[config.mk]
export PLATFORM = sky130hd
export DESIGN_NAME = epp_cycle_ctrl
export DESIGN_NICKNAME = d
export VERILOG_FILES = /design/src/rtl/epp_cycle_pkg.sv /design/src/rtl/epp_cycle_sync.sv /design/src/rtl/epp_cycle_watchdog.sv /design/src/rtl/epp_cycle_regs.sv /design/src/rtl/epp_cycle_hs.sv /design/src/rtl/epp_cycle_ctrl.sv
export SDC_FILE = /design/constraint.sdc
export NUM_CORES = 1
export LEC_CHECK = 0
export BUFFER_PORTS_ARGS = -buffer_cell sky130_fd_sc_hd__buf_4
export CAP_MARGIN = 20
export CORE_ASPECT_RATIO = 0.7
export CORE_MARGIN = 2
export CORE_UTILIZATION = 55
export CTS_BUF_LIST = sky130_fd_sc_hd__clkbuf_8
export DETAILED_ROUTE_END_ITERATION = 6
export GPL_ROUTABILITY_DRIVEN = 1
export MAX_ROUTING_LAYER = met4
export PLACE_DENSITY = 0.75
export SLEW_MARGIN = 10
export SYNTH_ARGS = -nofsm -noshare
export SYNTH_HDL_FRONTEND = slang
export SYNTH_SLANG_ARGS = --single-unit
[constraint.sdc]
create_clock -name clk -period 2 [get_ports clk]
set_input_delay 0.2 -clock clk [delete_from_list [all_inputs] [get_ports clk]]
set_output_delay 0.2 -clock clk [all_outputs]
set_load 0.03 [all_outputs]
[src/rtl/epp_cycle_pkg.sv]
package epp_cycle_pkg;
  typedef enum logic [1:0] {
    ST_IDLE   = 2'd0,
    ST_STROBE = 2'd1,
    ST_DONE   = 2'd2,
    ST_TAIL   = 2'd3
  } epp_state_e;

  localparam logic [2:0] OFS_DATA  = 3'd0;
  localparam logic [2:0] OFS_STAT  = 3'd1;
  localparam logic [2:0] OFS_CTRL  = 3'd2;
  localparam logic [2:0] OFS_EADDR = 3'd3;

  localparam int CB_STB  = 0;
  localparam int CB_AFD  = 1;
  localparam int CB_INIT = 2;
  localparam int CB_SLIN = 3;
  localparam int CB_DIR  = 5;
  localparam int CTRL_W  = 6;
endpackage

[src/rtl/epp_cycle_sync.sv]
module epp_cycle_sync #(
  parameter int   STAGES    = 2,
  parameter logic RESET_VAL = 1'b0
) (
  input  logic clk,
  input  logic rst_n,
  input  logic d,
  output logic q
);
  logic [STAGES-1:0] chain;

  generate
    if (STAGES == 1) begin : g_one
      always_ff @(posedge clk) begin
        if (!rst_n) chain <= RESET_VAL;
        else        chain <= d;
      end
    end else begin : g_many
      always_ff @(posedge clk) begin
        if (!rst_n) chain <= {STAGES{RESET_VAL}};
        else        chain <= {chain[STAGES-2:0], d};
      end
    end
  endgenerate

  assign q = chain[STAGES-1];
endmodule

[src/rtl/epp_cycle_watchdog.sv]
module epp_cycle_watchdog #(
  parameter int LIMIT = 330000
) (
  input  logic clk,
  input  logic rst_n,
  input  logic run,
  output logic expire
);
  localparam int CW = $clog2(LIMIT + 1);
  localparam logic [CW-1:0] LAST = CW'(LIMIT - 1);

  logic [CW-1:0] cnt;

  always_ff @(posedge clk) begin
    if (!rst_n)           cnt <= '0;
    else if (!run)        cnt <= '0;
    else if (cnt != LAST) cnt <= cnt + 1'b1;
  end

  assign expire = run && (cnt == LAST);

  // the count never passes the limit and restarts outside the strobe phase
  p_cnt_bound_r8: assert property (@(posedge clk) disable iff (!rst_n) cnt <= LAST);
  p_cnt_idle_r8:  assert property (@(posedge clk) disable iff (!rst_n) !run |=> cnt == '0);
endmodule

[src/rtl/epp_cycle_regs.sv]
module epp_cycle_regs
  import epp_cycle_pkg::*;
#(
  parameter int DATA_W = 8
) (
  input  logic              clk,
  input  logic              rst_n,
  input  logic              wr_en,
  input  logic [2:0]        addr,
  input  logic [DATA_W-1:0] wdata,
  input  logic [DATA_W-1:0] pd_in,
  input  logic              set_timeout,
  output logic [CTRL_W-1:0] ctrl,
  output logic [DATA_W-1:0] spp_data,
  output logic              timeout_flag,
  output logic [DATA_W-1:0] rd_val
);
  logic clr_req;

  assign clr_req = wr_en && (addr == OFS_STAT) && wdata[0];

  always_ff @(posedge clk) begin
    if (!rst_n) begin
      ctrl         <= '0;
      spp_data     <= '0;
      timeout_flag <= 1'b0;
    end else begin
      if (wr_en && addr == OFS_CTRL) ctrl     <= wdata[CTRL_W-1:0];
      if (wr_en && addr == OFS_DATA) spp_data <= wdata;
      if (set_timeout)               timeout_flag <= 1'b1;
      else if (clr_req)              timeout_flag <= 1'b0;
    end
  end

  always_comb begin
    unique case (addr)
      OFS_DATA: rd_val = pd_in;
      OFS_STAT: rd_val = {{(DATA_W-1){1'b0}}, timeout_flag};
      OFS_CTRL: rd_val = {{(DATA_W-CTRL_W){1'b0}}, ctrl};
      default:  rd_val = '0;
    endcase
  end

  // an abort always leaves the flag set
  p_flag_set_r8: assert property (@(posedge clk) disable iff (!rst_n)
    set_timeout |=> timeout_flag);
  // only a clearing write takes the flag down
  p_flag_sticky_r9: assert property (@(posedge clk) disable iff (!rst_n)
    (timeout_flag && !clr_req) |=> timeout_flag);
endmodule

[src/rtl/epp_cycle_hs.sv]
module epp_cycle_hs
  import epp_cycle_pkg::*;
#(
  parameter int DATA_W = 8
) (
  input  logic              clk,
  input  logic              rst_n,
  input  logic              start,
  input  logic              start_addr,
  input  logic              start_we,
  input  logic [DATA_W-1:0] start_byte,
  input  logic              wait_hi,
  input  logic              expire,
  input  logic [DATA_W-1:0] pd_in,
  output epp_state_e        state,
  output logic              cyc_addr,
  output logic              cyc_we,
  output logic [DATA_W-1:0] cyc_byte,
  output logic [DATA_W-1:0] rd_byte,
  output logic              aborted,
  output logic              set_timeout,
  output logic              run
);
  always_ff @(posedge clk) begin
    if (!rst_n) begin
      state    <= ST_IDLE;
      cyc_addr <= 1'b0;
      cyc_we   <= 1'b0;
      cyc_byte <= '0;
      rd_byte  <= '0;
      aborted  <= 1'b0;
    end else begin
      unique case (state)
        ST_IDLE: if (start) begin
          state    <= ST_STROBE;
          cyc_addr <= start_addr;
          cyc_we   <= start_we;
          cyc_byte <= start_byte;
          aborted  <= 1'b0;
        end
        ST_STROBE: if (wait_hi) begin
          state <= ST_DONE;
          if (!cyc_we) rd_byte <= pd_in;
        end else if (expire) begin
          state   <= ST_DONE;
          aborted <= 1'b1;
          rd_byte <= '1;
        end
        ST_DONE: state <= aborted ? ST_IDLE : ST_TAIL;
        ST_TAIL: if (!wait_hi) state <= ST_IDLE;
        default: state <= ST_IDLE;
      endcase
    end
  end

  assign run         = (state == ST_STROBE);
  assign set_timeout = run && !wait_hi && expire;

  // completion is a single-cycle phase
  p_done_pulse_r5: assert property (@(posedge clk) disable iff (!rst_n)
    state == ST_DONE |=> state != ST_DONE);
  // the write line is released once WAIT# is seen low again
  p_tail_exit_r5: assert property (@(posedge clk) disable iff (!rst_n)
    (state == ST_TAIL && !wait_hi) |=> state == ST_IDLE);
  // an abort happens only when the watchdog runs out
  p_abort_cause_r8: assert property (@(posedge clk) disable iff (!rst_n)
    $rose(aborted) |-> $past(expire));
endmodule

[src/rtl/epp_cycle_ctrl.sv]
module epp_cycle_ctrl
  import epp_cycle_pkg::*;
#(
  parameter int DATA_W      = 8,
  parameter int TIMEOUT_CYC = 330000,
  parameter int SYNC_STAGES = 2
) (
  input  logic              clk,
  input  logic              rst_n,
  input  logic              epp_en,
  input  logic              host_valid,
  output logic              host_ready,
  input  logic [2:0]        host_addr,
  input  logic              host_we,
  input  logic [DATA_W-1:0] host_wdata,
  output logic [DATA_W-1:0] host_rdata,
  output logic [DATA_W-1:0] pd_out,
  input  logic [DATA_W-1:0] pd_in,
  output logic              pd_oe,
  output logic              stb_n,
  output logic              afd_n,
  output logic              init_n,
  output logic              slin_n,
  input  logic              wait_n
);
  epp_state_e        state;
  logic              cyc_addr, cyc_we, aborted, set_timeout, run, expire, wait_hi;
  logic [DATA_W-1:0] cyc_byte, rd_byte, spp_data, reg_rd;
  logic [CTRL_W-1:0] ctrl;
  logic              timeout_flag;
  logic              idle, epp_hit, start, reg_wr, hw_own;

  assign idle    = (state == ST_IDLE);
  assign epp_hit = epp_en && (host_addr >= OFS_EADDR);
  assign start   = idle && host_valid && epp_hit;
  assign reg_wr  = idle && host_valid && host_we && (host_addr < OFS_EADDR);

  epp_cycle_sync #(.STAGES(SYNC_STAGES), .RESET_VAL(1'b0)) u_sync (
    .clk(clk), .rst_n(rst_n), .d(wait_n), .q(wait_hi)
  );

  epp_cycle_watchdog #(.LIMIT(TIMEOUT_CYC)) u_wdog (
    .clk(clk), .rst_n(rst_n), .run(run), .expire(expire)
  );

  epp_cycle_regs #(.DATA_W(DATA_W)) u_regs (
    .clk(clk), .rst_n(rst_n), .wr_en(reg_wr), .addr(host_addr),
    .wdata(host_wdata), .pd_in(pd_in), .set_timeout(set_timeout),
    .ctrl(ctrl), .spp_data(spp_data), .timeout_flag(timeout_flag), .rd_val(reg_rd)
  );

  epp_cycle_hs #(.DATA_W(DATA_W)) u_hs (
    .clk(clk), .rst_n(rst_n), .start(start), .start_addr(host_addr == OFS_EADDR),
    .start_we(host_we), .start_byte(host_wdata), .wait_hi(wait_hi),
    .expire(expire), .pd_in(pd_in), .state(state), .cyc_addr(cyc_addr),
    .cyc_we(cyc_we), .cyc_byte(cyc_byte), .rd_byte(rd_byte), .aborted(aborted),
    .set_timeout(set_timeout), .run(run)
  );

  // Host channel: registers answer at once, EPP cycles answer in the done phase
  assign host_ready = (state == ST_DONE) || (idle && !epp_hit);
  assign host_rdata = (state == ST_DONE) ? rd_byte : (epp_hit ? '0 : reg_rd);

  // Pins are owned by the handshake except after an abort
  assign hw_own = (state == ST_STROBE) ||
                  ((state == ST_DONE || state == ST_TAIL) && !aborted);

  assign stb_n  = hw_own ? !cyc_we : !ctrl[CB_STB];
  assign afd_n  = hw_own ? !(run && !cyc_addr) : !ctrl[CB_AFD];
  assign slin_n = hw_own ? !(run && cyc_addr) : !ctrl[CB_SLIN];
  assign init_n = ctrl[CB_INIT];
  assign pd_oe  = hw_own ? cyc_we : !ctrl[CB_DIR];
  assign pd_out = hw_own ? cyc_byte : spp_data;

  // only one of the two strobes is active in the strobe phase
  p_one_strobe_r4: assert property (@(posedge clk) disable iff (!rst_n)
    run |-> (afd_n != slin_n));
  // a request waiting for ready is held steady by the host
  p_req_hold_r3: assert property (@(posedge clk) disable iff (!rst_n)
    (host_valid && !host_ready) |=> (host_valid && $stable(host_addr) &&
                                     $stable(host_we) && $stable(host_wdata)));
  // ready is never given while a strobe is still low
  p_ready_after_strobe_r5: assert property (@(posedge clk) disable iff (!rst_n)
    (state == ST_DONE) |-> (afd_n || !ctrl[CB_AFD] && aborted) && (slin_n || !ctrl[CB_SLIN] && aborted));
endmodule

==> impl_metrics.tcl, run 1 <==
set metrics [dict create \
    outcome "finished clean" \
    r2r-start "u_wdog.cnt[0]" \
    grt_overflow 0 \
    syn_area_per_cell_um2 8.704 \
    worst_hold_slack_ns 0.06993 \
    crit_fanout 10 \
    ctsHoldBuffers 0 \
    start_util_pct 57.61 \
    coreArea_um2 4835 \
    track_usage_pct 26.72 \
    drt_iter0_drc 195 \
    drv_slew 0 \
    cts_tree "built" \
    post-route-util_pct 70.76 \
    place_ws_ns 0.1491 \
    final_common_cell "buf_4" \
    r2r_cells 5 \
    use_met3_pct 9.830 \
    cts_made_buffers 9 \
    syn_nets 346 \
    crit_start "u_hs.state[0]" \
    worstPathRequired_ns 1.80 \
    cp_data_arrival_time_ns 1.70 \
    ir_drop_v 0.0004628 \
    max_clock_freq_mhz 526.0 \
    startpoint_type "register" \
    hold_path_class "primary input to register" \
    grt_max_degree 41 \
    num_vias 2508 \
    antenna_found_initial 0 \
    h-tree-depth 3 \
    die_area_um2 5659 \
    wl_mm 6.696 \
    maxSlewHeadroom_pct 60.66 \
    worstMarginPinSlew_ns 0.5856 \
    route.detailed.drc 0 \
    cts_buffer_depth 2 \
    rsz0062_at_grt "no" \
    seq_area_um2 1144 \
    synth_seq_cells 57 \
    grt_pass1_wl_mm 11.22 \
    most-common-layout-cells "57 x buf_4, 55 x dfxtp_1, 47 x nand2_1, 30 x mux2i_1, 24 x nor2b_1" \
    wire_per_inst_um 14.98 \
    place.gp.congestion 0.8244 \
    grt_pass1_vias 2372 \
    fin_skew_ns 0.01093 \
    dr.pass1.iters 4 \
    multi_input_area_um2 1572 \
    fillers 425 \
    chipHeight_um 63.54 \
    finalSetupViolCount 0 \
    synth_edf_count 0 \
    finalSetupTns_ns 0 \
    worstSetupPathType "register to output port" \
    hold_violations 0 \
    synth_cell_types 46 \
    insertion_delay_ns 0.34 \
    synth_area_um2 2785 \
    fin_crit_ns 1.901 \
    rrSetupSlack_ns 0.15 \
    syn_inst 320 \
    detail-route-antenna-nets 0 \
    clkTransAtPathRegs_ns 0.06 \
    leakagePower_nw 1.485 \
    endpoint "host_rdata[5]" \
    layout-drive-gt1-share_pct 23.02 \
    maxCapViolCount 0 \
    worstSetupEndpointType "output port" \
    numPortBuffers 46 \
    dpl.hpwl_mm 4.752 \
    die_width_um 89.06 \
    area_growth_pct 22.82 \
    finalCritPeriodShare_pct 95.05 \
    worst_slack_ns 0.09903 \
    async_reset_ff_share_pct 0 \
    met2_usage_pct 36.94 \
    cts-root-buf "clkbuf_8" \
    use_met1_pct 37.28 \
    rows 21 \
    num-nets-final 400 \
    cts_sinks 57 \
    io_pins 47 \
    ys_warn_count 0 \
    r2r_end "u_wdog.cnt[16]" \
    cellPowerDensity_nw_per_um2 707.3 \
    ys_seq_area_share_pct 40.97 \
    busiest_layer "met1" \
    antenna_cells 0 \
    ys.flop_type "dfxtp_1" \
    vias_per_cell 5.611 \
]
synthesized netlist by cell type (all sizes together), types with 4 or more instances:
| cell type | n | area, um^2 |
|---|---|---|
| nor3 | 6 | 30.03 |
| o21ai | 23 | 115.1 |
| buf | 5 | 31.28 |
| a31oi | 5 | 31.28 |
| nand2 | 47 | 176.4 |
| xnor2 | 5 | 43.79 |
| clkbuf | 9 | 33.78 |
| nor4 | 4 | 46.29 |
| mux2i | 30 | 300.3 |
| a21oi | 17 | 85.08 |
| a21boi | 6 | 52.55 |
| nor2 | 22 | 82.58 |
| nand3 | 7 | 35.03 |
| nor2b | 24 | 150.1 |
| dfxtp | 57 | 1141 |
| nand4 | 9 | 75.08 |
| inv | 4 | 15.01 |
| or3 | 7 | 43.79 |
power breakdown:
group	switching [mW]	total, mW	internal [mW]	leakage (nW)
Clock	0.447	1.00	0.552	0.101
Combinational	0.138	0.249	0.111	0.922
Sequential	0.0161	1.17	1.15	0.462
Total	0.602	2.42	1.82	1.48
layer usage:
layer	wire [um]	share of wire, %
met1	3399	51
met2	2753	41
met3	476	7.1
met4	67	1.0
met5	0	0
flip-flops by register name, indices dropped and copies added (netlist names):
signal / flops
u_wdog.cnt: 19
u_hs.cyc_byte: 8
u_hs.rd_byte: 8
u_regs.spp_data: 8
u_regs.ctrl: 6
u_hs.state: 2
u_sync.chain: 2
u_hs.aborted: 1
u_hs.cyc_addr: 1
u_hs.cyc_we: 1
u_regs.timeout_flag: 1
worst min path at each step:
stage | depth (start not counted) | slack, ns | end | start
CTS | 2 | 0.06 | u_sync.chain[0] | wait_n
floorplan | 1 | 0.33 | u_sync.chain[0] | wait_n
global placement | 2 | 0.42 | u_sync.chain[0] | wait_n
global route | 2 | 0.08 | u_sync.chain[0] | wait_n
finish | 2 | 0.07 | u_sync.chain[0] | wait_n
detailed placement | 2 | 0.41 | u_sync.chain[0] | wait_n
through the flow:
stage | total power [mW] | std cells | area (um^2)
6_report | 2.420 | 447 | 3421
5_1_grt | 2.506 | 447 | 3421
4_1_cts | 2.430 | 447 | 3413
3_5_place_dp | 1.441 | 432 | 3234
3_3_place_gp | 1.437 | 432 | 3234
2_1_floorplan | 1.332 | 320 | 2785
critical path, cell delays in order, from the launching register on:
cell     delay (ns)
dfxtp_2        0.42
nor2_1         0.08
buf_4          0.15
or3_4          0.36
o21ai_0        0.17
buf_4          0.18
cell families after synthesis:
group,Yosys count,synth area share [%]
AO/OA/AOI/OAI,62,13.43
XOR/XNOR,8,2.516
adder cells (fa/ha/maj),1,0.4492
buffers and inverters,18,2.875
flip-flops,57,40.97
multiplexers,30,10.78
AND/OR/NAND/NOR,144,28.98
repair_timing:
item	CTS	global route
pin swaps	0	0
gates resized for setup	2	5
setup buffers	0	0
gates cloned	0	0
endpoints found under the setup margin	5	6
final cells by class:
cell class / instances / share of cell area, %
repair buffers: 57 / 12.51
clock buffers: 9 / 3.621
flip-flops and latches: 57 / 33.43
multi-input cells: 245 / 45.94
clock inverters: 6 / 1.536
well taps: 69 / 2.524
inverters: 4 / 0.4389
(Power assumes the default switching activity.)
==> run 2: changes to the inputs <==
--- a/config.mk
+++ b/config.mk
@@ -7,7 +7,6 @@
 export LEC_CHECK = 0
 export BUFFER_PORTS_ARGS = -buffer_cell sky130_fd_sc_hd__buf_4
 export CAP_MARGIN = 20
-export CORE_ASPECT_RATIO = 0.7
 export CORE_MARGIN = 2
 export CORE_UTILIZATION = 55
 export CTS_BUF_LIST = sky130_fd_sc_hd__clkbuf_8
==> impl_metrics.tcl, run 2 (synthesis gave the netlist of run 1 again) <==
set metrics [dict create \
    outcome "finished clean" \
    rows 25 \
    wl_met3_um 297 \
    leakagePower_nw 1.499 \
    antenna_found_initial 0 \
    most-common-layout-cells "56 x buf_4, 55 x dfxtp_1, 47 x nand2_1, 30 x mux2i_1, 24 x nor2b_1" \
    cts_tree "built" \
    fin_crit_ns 1.851 \
    track_usage_pct 24.61 \
    rrSetupSlack_ns 0.15 \
    grt_overflow 0 \
    num-nets-final 399 \
    hold_depth 2 \
    place_ws_ns 0.1626 \
    rsz0062_at_grt "no" \
    grt_pass1_vias 2173 \
    hold_path_class "primary input to register" \
    hold_violations 0 \
    final_cells 444 \
    chipHeight_um 75.16 \
    finalSetupTns_ns 0 \
    antenna_cells 0 \
    max_clock_freq_mhz 540.4 \
    maxSlewHeadroom_pct 68.23 \
    maxCapViolCount 0 \
    r2r_cells 5 \
    worstSetupPathType "register to register" \
    start_util_pct 57.82 \
    coreArea_um2 4817 \
    fin_skew_ns 0.007802 \
    layout-drive-gt1-share_pct 22.81 \
    cellPowerDensity_nw_per_um2 765.2 \
    ctsHoldBuffers 0 \
    wl_met1_mm 2.961 \
    highest_layer "met4" \
    cts-root-buf "clkbuf_8" \
    hp-start "wait_n" \
    die_width_um 75.16 \
    vias_per_cell 5.505 \
    place.gp.congestion 0.8451 \
    area_growth_pct 24.17 \
    io_pins 47 \
    cts_made_buffers 9 \
    dp_cells 429 \
    grt_pass1_wl_mm 10.14 \
    r2r-start "u_wdog.cnt[0]" \
    wl_mm 6.340 \
    crit_top_cell "or3_1" \
    num_vias 2444 \
    worstPathCellList "ha_2, nand4_1, or3_1, or3_1, a21oi_1" \
    cts_sinks 57 \
    wl_met2_mm 3.033 \
    multi_input_area_um2 1567 \
    worst_slack_ns 0.1494 \
    crit_path_max_incr_delay_ns 0.44 \
    wire_per_inst_um 14.28 \
    startpoint_type "register" \
    worstPathRequired_ns 2.25 \
    cts_resized 0 \
    seq_area_um2 1144 \
    grt_max_degree 29 \
    insertion_delay_ns 0.33 \
    crit_fanout 6 \
    finalCritPeriodShare_pct 92.53 \
    ir_drop_v 0.0006651 \
    finalSetupViolCount 0 \
    detail-route-antenna-nets 0 \
    worst_hold_slack_ns 0.08930 \
    final_common_cell "buf_4" \
    dr.pass1.iters 4 \
    numPortBuffers 46 \
    largest_reg_flops 19 \
    die_area_um2 5649 \
    fillers 405 \
    worstSetupEndpointType "register" \
    clkTransAtPathRegs_ns 0.06 \
    h-tree-depth 3 \
    worstMarginPinSlew_ns 0.4730 \
    route.detailed.drc 0 \
    drv_slew 0 \
    drt_iter0_drc 174 \
    r2r_end "u_wdog.cnt[16]" \
    cts_setup_buffers 0 \
    cts_buffer_depth 2 \
    cp_data_arrival_time_ns 2.11 \
    top_register "u_wdog.cnt" \
    dpl.hpwl_mm 4.558 \
    crit_path_top_delay_cell "or3_1" \
    worstHoldEndpoint "u_sync.chain[0]" \
]
## run 2: changes by cell type in the layout (fill, tap and decap cells not counted)
cell,delta
or3_4,-1
inv_1,-1
buf_4,-1
clkbuf_8,+3
clkinv_2,-3
or3_1,+1
o21ai_1,-3
o21ai_0,+3
bufinv_16,+1
## run 2: area by class of cell
| cell class | count | share of cell area (%) |
|---|---|---|
| Multi-Input combinational cell | 245 | 45.30 |
| Sequential cell | 57 | 33.07 |
| Timing Repair Buffer | 56 | 12.16 |
| Clock buffer | 12 | 4.776 |
| Tap cell | 67 | 2.424 |
| Clock inverter | 3 | 1.845 |
| Inverter | 4 | 0.4342 |
## run 2: where the power goes
| group | switching [mW] | internal [mW] | total (mW) |
|---|---|---|---|
| sequential | 0.0159 | 1.16 | 1.17 |
| clock | 0.435 | 0.792 | 1.23 |
| combinational | 0.136 | 0.112 | 0.248 |
| total | 0.587 | 2.06 | 2.65 |
## run 2: per-stage QoR
stage                     instance area [um^2]  utilization (%)  power [mW]
final                                     3458            71.79       2.646
after detailed placement                  3224            66.94       1.443
after floorplan                           2785                -       1.332
after global routing                      3458            71.79       2.738
after global placement                    3224            66.94       1.439
after CTS                                 3453            71.69       2.671
## run 2: per-layer routing
metal  vias up  GRT usage [%]
li1       1239              -
met1      1143          32.89
met2        56          35.96
met3         6          6.961
met4         0          8.187
met5         -              -
## run 2: worst max path at each step
stage	startpoint	end	slack, ns	cells past startpoint
after floorplan	u_hs.state[0]	stb_n	0.03	5
after global placement	u_wdog.cnt[0]	u_wdog.cnt[16]	0.24	5
after detailed placement	u_wdog.cnt[0]	u_wdog.cnt[16]	0.16	5
after CTS	u_hs.state[1]	slin_n	0.03	4
after global routing	u_wdog.cnt[0]	u_wdog.cnt[16]	0.03	5
final	u_wdog.cnt[0]	u_wdog.cnt[16]	0.15	5
## run 2: critical path, delay by kind of cell (launching register included)
kind / cells / cell delay, ns
adder cells (fa/ha/maj): 1 / 0.25
AND/OR/NAND/NOR: 3 / 0.95
AO/OA/AOI/OAI: 1 / 0.17
flip-flops: 1 / 0.40
==> run 3: changes to the inputs <==
--- a/config.mk
+++ b/config.mk
@@ -8,12 +8,12 @@
 export BUFFER_PORTS_ARGS = -buffer_cell sky130_fd_sc_hd__buf_4
 export CAP_MARGIN = 20
 export CORE_MARGIN = 2
-export CORE_UTILIZATION = 55
+export CORE_UTILIZATION = 58
 export CTS_BUF_LIST = sky130_fd_sc_hd__clkbuf_8
 export DETAILED_ROUTE_END_ITERATION = 6
 export GPL_ROUTABILITY_DRIVEN = 1
 export MAX_ROUTING_LAYER = met4
-export PLACE_DENSITY = 0.75
+export PLACE_DENSITY = 0.79
 export SLEW_MARGIN = 10
 export SYNTH_ARGS = -nofsm -noshare
 export SYNTH_HDL_FRONTEND = slang
==> impl_metrics.tcl, run 3 (synthesis gave the netlist of run 1 again) <==
set metrics [dict create \
    drt_iter0_drc 220 \
    critical_path_depth 6 \
    p_int_mw 1.732 \
    detail-route-antenna-nets 0 \
    r2r_cells 5 \
    outcome "finished clean" \
    num-nets-final 401 \
    rrSetupSlack_ns 0.13 \
    cts_buffer_depth 2 \
    grt_overflow 0 \
    dpl.hpwl_mm 4.461 \
    layout-drive-gt1-share_pct 23.22 \
    h-tree-depth 3 \
    insertion_delay_ns 0.34 \
    vias_per_cell 5.644 \
    power_mw 2.338 \
    num_vias 2444 \
    worstSetupPathType "register to output port" \
    seqPwrFrac_pct 49.9 \
    r2r-start "u_wdog.cnt[0]" \
    finalSetupViolCount 0 \
    antenna_found_initial 0 \
    wl_mm 6.298 \
    drv_slew 0 \
    finalSetupTns_ns 0 \
    p_sw_mw 0.6058 \
    maxSlewHeadroom_pct 70.67 \
    fin_skew_ns 0.007792 \
    coreArea_um2 4661 \
    hold_violations 0 \
    worstSetupEndpointType "output port" \
    path_buf_inv 3 \
    cts_sinks 57 \
    cts_tree "built" \
    ctsHoldBuffers 0 \
    leakagePower_nw 1.485 \
    grt_max_degree 28 \
    worstPathRequired_ns 1.80 \
    cellPowerDensity_nw_per_um2 689.1 \
    rows 25 \
    hold_path_class "primary input to register" \
    largest_reg_flops 19 \
    combinationalPowerShare_pct 11.0 \
    hold_depth 2 \
    die_area_um2 5372 \
    antenna_cells 0 \
    worstMarginPinSlew_ns 0.4366 \
    track_usage_pct 25.71 \
    rsz0062_at_grt "no" \
    max_clock_freq_mhz 528.9 \
    most-common-layout-cells "58 x buf_4, 57 x dfxtp_1, 47 x nand2_1, 30 x mux2i_1, 24 x nor2b_1" \
    area_growth_pct 21.83 \
    maxCapViolCount 0 \
    crit_path_max_incr_delay_ns 0.36 \
    grt_pass1_wl_mm 10.13 \
    dr.pass1.iters 4 \
    finalCritPeriodShare_pct 94.53 \
    io_pins 47 \
    r2r_end "u_wdog.cnt[16]" \
    cts_resized 0 \
    switching_share_pct 25.91 \
    ir_drop_v 0.0006110 \
    cts_setup_buffers 0 \
    worstPathCellList "buf_4, inv_1, nor2_1, or3_4, o21ai_0, buf_4" \
    startpoint_type "register" \
    hp-start "wait_n" \
    crit_top_cell "buf_4" \
    cts-root-buf "clkbuf_8" \
    start_util_pct 59.76 \
    clkTransAtPathRegs_ns 0.06 \
    final_common_cell "buf_4" \
    crit_fanout 10 \
    wire_per_inst_um 14.55 \
    place.gp.congestion 0.8619 \
    worstHoldEndpoint "u_sync.chain[0]" \
    grt_pass1_vias 2160 \
    die_width_um 73.30 \
    cpLargestDelayFamily "buffers and inverters" \
    fin_crit_ns 1.891 \
    cts_made_buffers 9 \
    clock_power_share_pct 39.1 \
    numPortBuffers 46 \
    chipHeight_um 73.30 \
    cp_data_arrival_time_ns 1.69 \
    crit_path_top_delay_cell "or3_4" \
    top_register "u_wdog.cnt" \
    route.detailed.drc 0 \
]
run 3: how the worst max path moves through the flow:
stage                  start              to  slack, ns
2_1_floorplan  u_hs.state[0]           stb_n       0.03
3_3_place_gp   u_wdog.cnt[0]  u_wdog.cnt[18]       0.24
3_5_place_dp   u_wdog.cnt[0]  u_wdog.cnt[16]       0.18
4_1_cts        u_hs.state[0]           stb_n       0.03
5_1_grt        u_wdog.cnt[0]  u_wdog.cnt[18]     0.0006
6_report       u_hs.state[1]   host_rdata[1]       0.11
run 3: worst reg2reg max path: stages (launching register included):
cell and delay [ns]:
dfxtp_1 0.39, ha_1 0.27, nand4_1 0.19, or3_1 0.45
or3_1 0.36, a21oi_1 0.14
run 3: layout make-up:
cell class                 count  area [um^2]
tap                           54        67.56
clock inverter                 5        23.77
timing repair buffer          58        435.4
multi-input combinational    245         1573
sequential                    57         1141
inverter                       4        15.01
clock buffer                  10        137.6
fill                         382         1267
run 3: power groups by stage:
stage	Sequential, mW	Clock [mW]	Combinational [mW]
after detailed placement	1.19	0	0.252
after global placement	1.19	0	0.249
after global routing	1.17	0.988	0.276
after floorplan	1.19	0	0.145
after CTS	1.17	0.930	0.254
final	1.17	0.915	0.256
run 3: metrics by stage:
stage / std cells / cell area, um^2 / util, % / setup WS, ns / hold WS (ns)
final: 433 / 3393 / 72.81 / 0.1094 / 0.07424
after global routing: 433 / 3393 / 72.81 / 0.0006404 / 0.08352
after CTS: 433 / 3385 / 72.62 / 0.03176 / 0.06649
after detailed placement: 418 / 3223 / 69.15 / 0.1803 / 0.4237
after global placement: 418 / 3223 / 69.15 / 0.2384 / 0.4125
after floorplan: 320 / 2785 / - / 0.02704 / 0.3273
run 3: routing by layer:
layer	vias up	part of all wire, %	GRT usage [%]
li1	1241	-	-
met1	1137	48	34.02
met2	56	46	36.44
met3	10	5.0	8.368
met4	0	1.2	10.10
met5	-	0	-
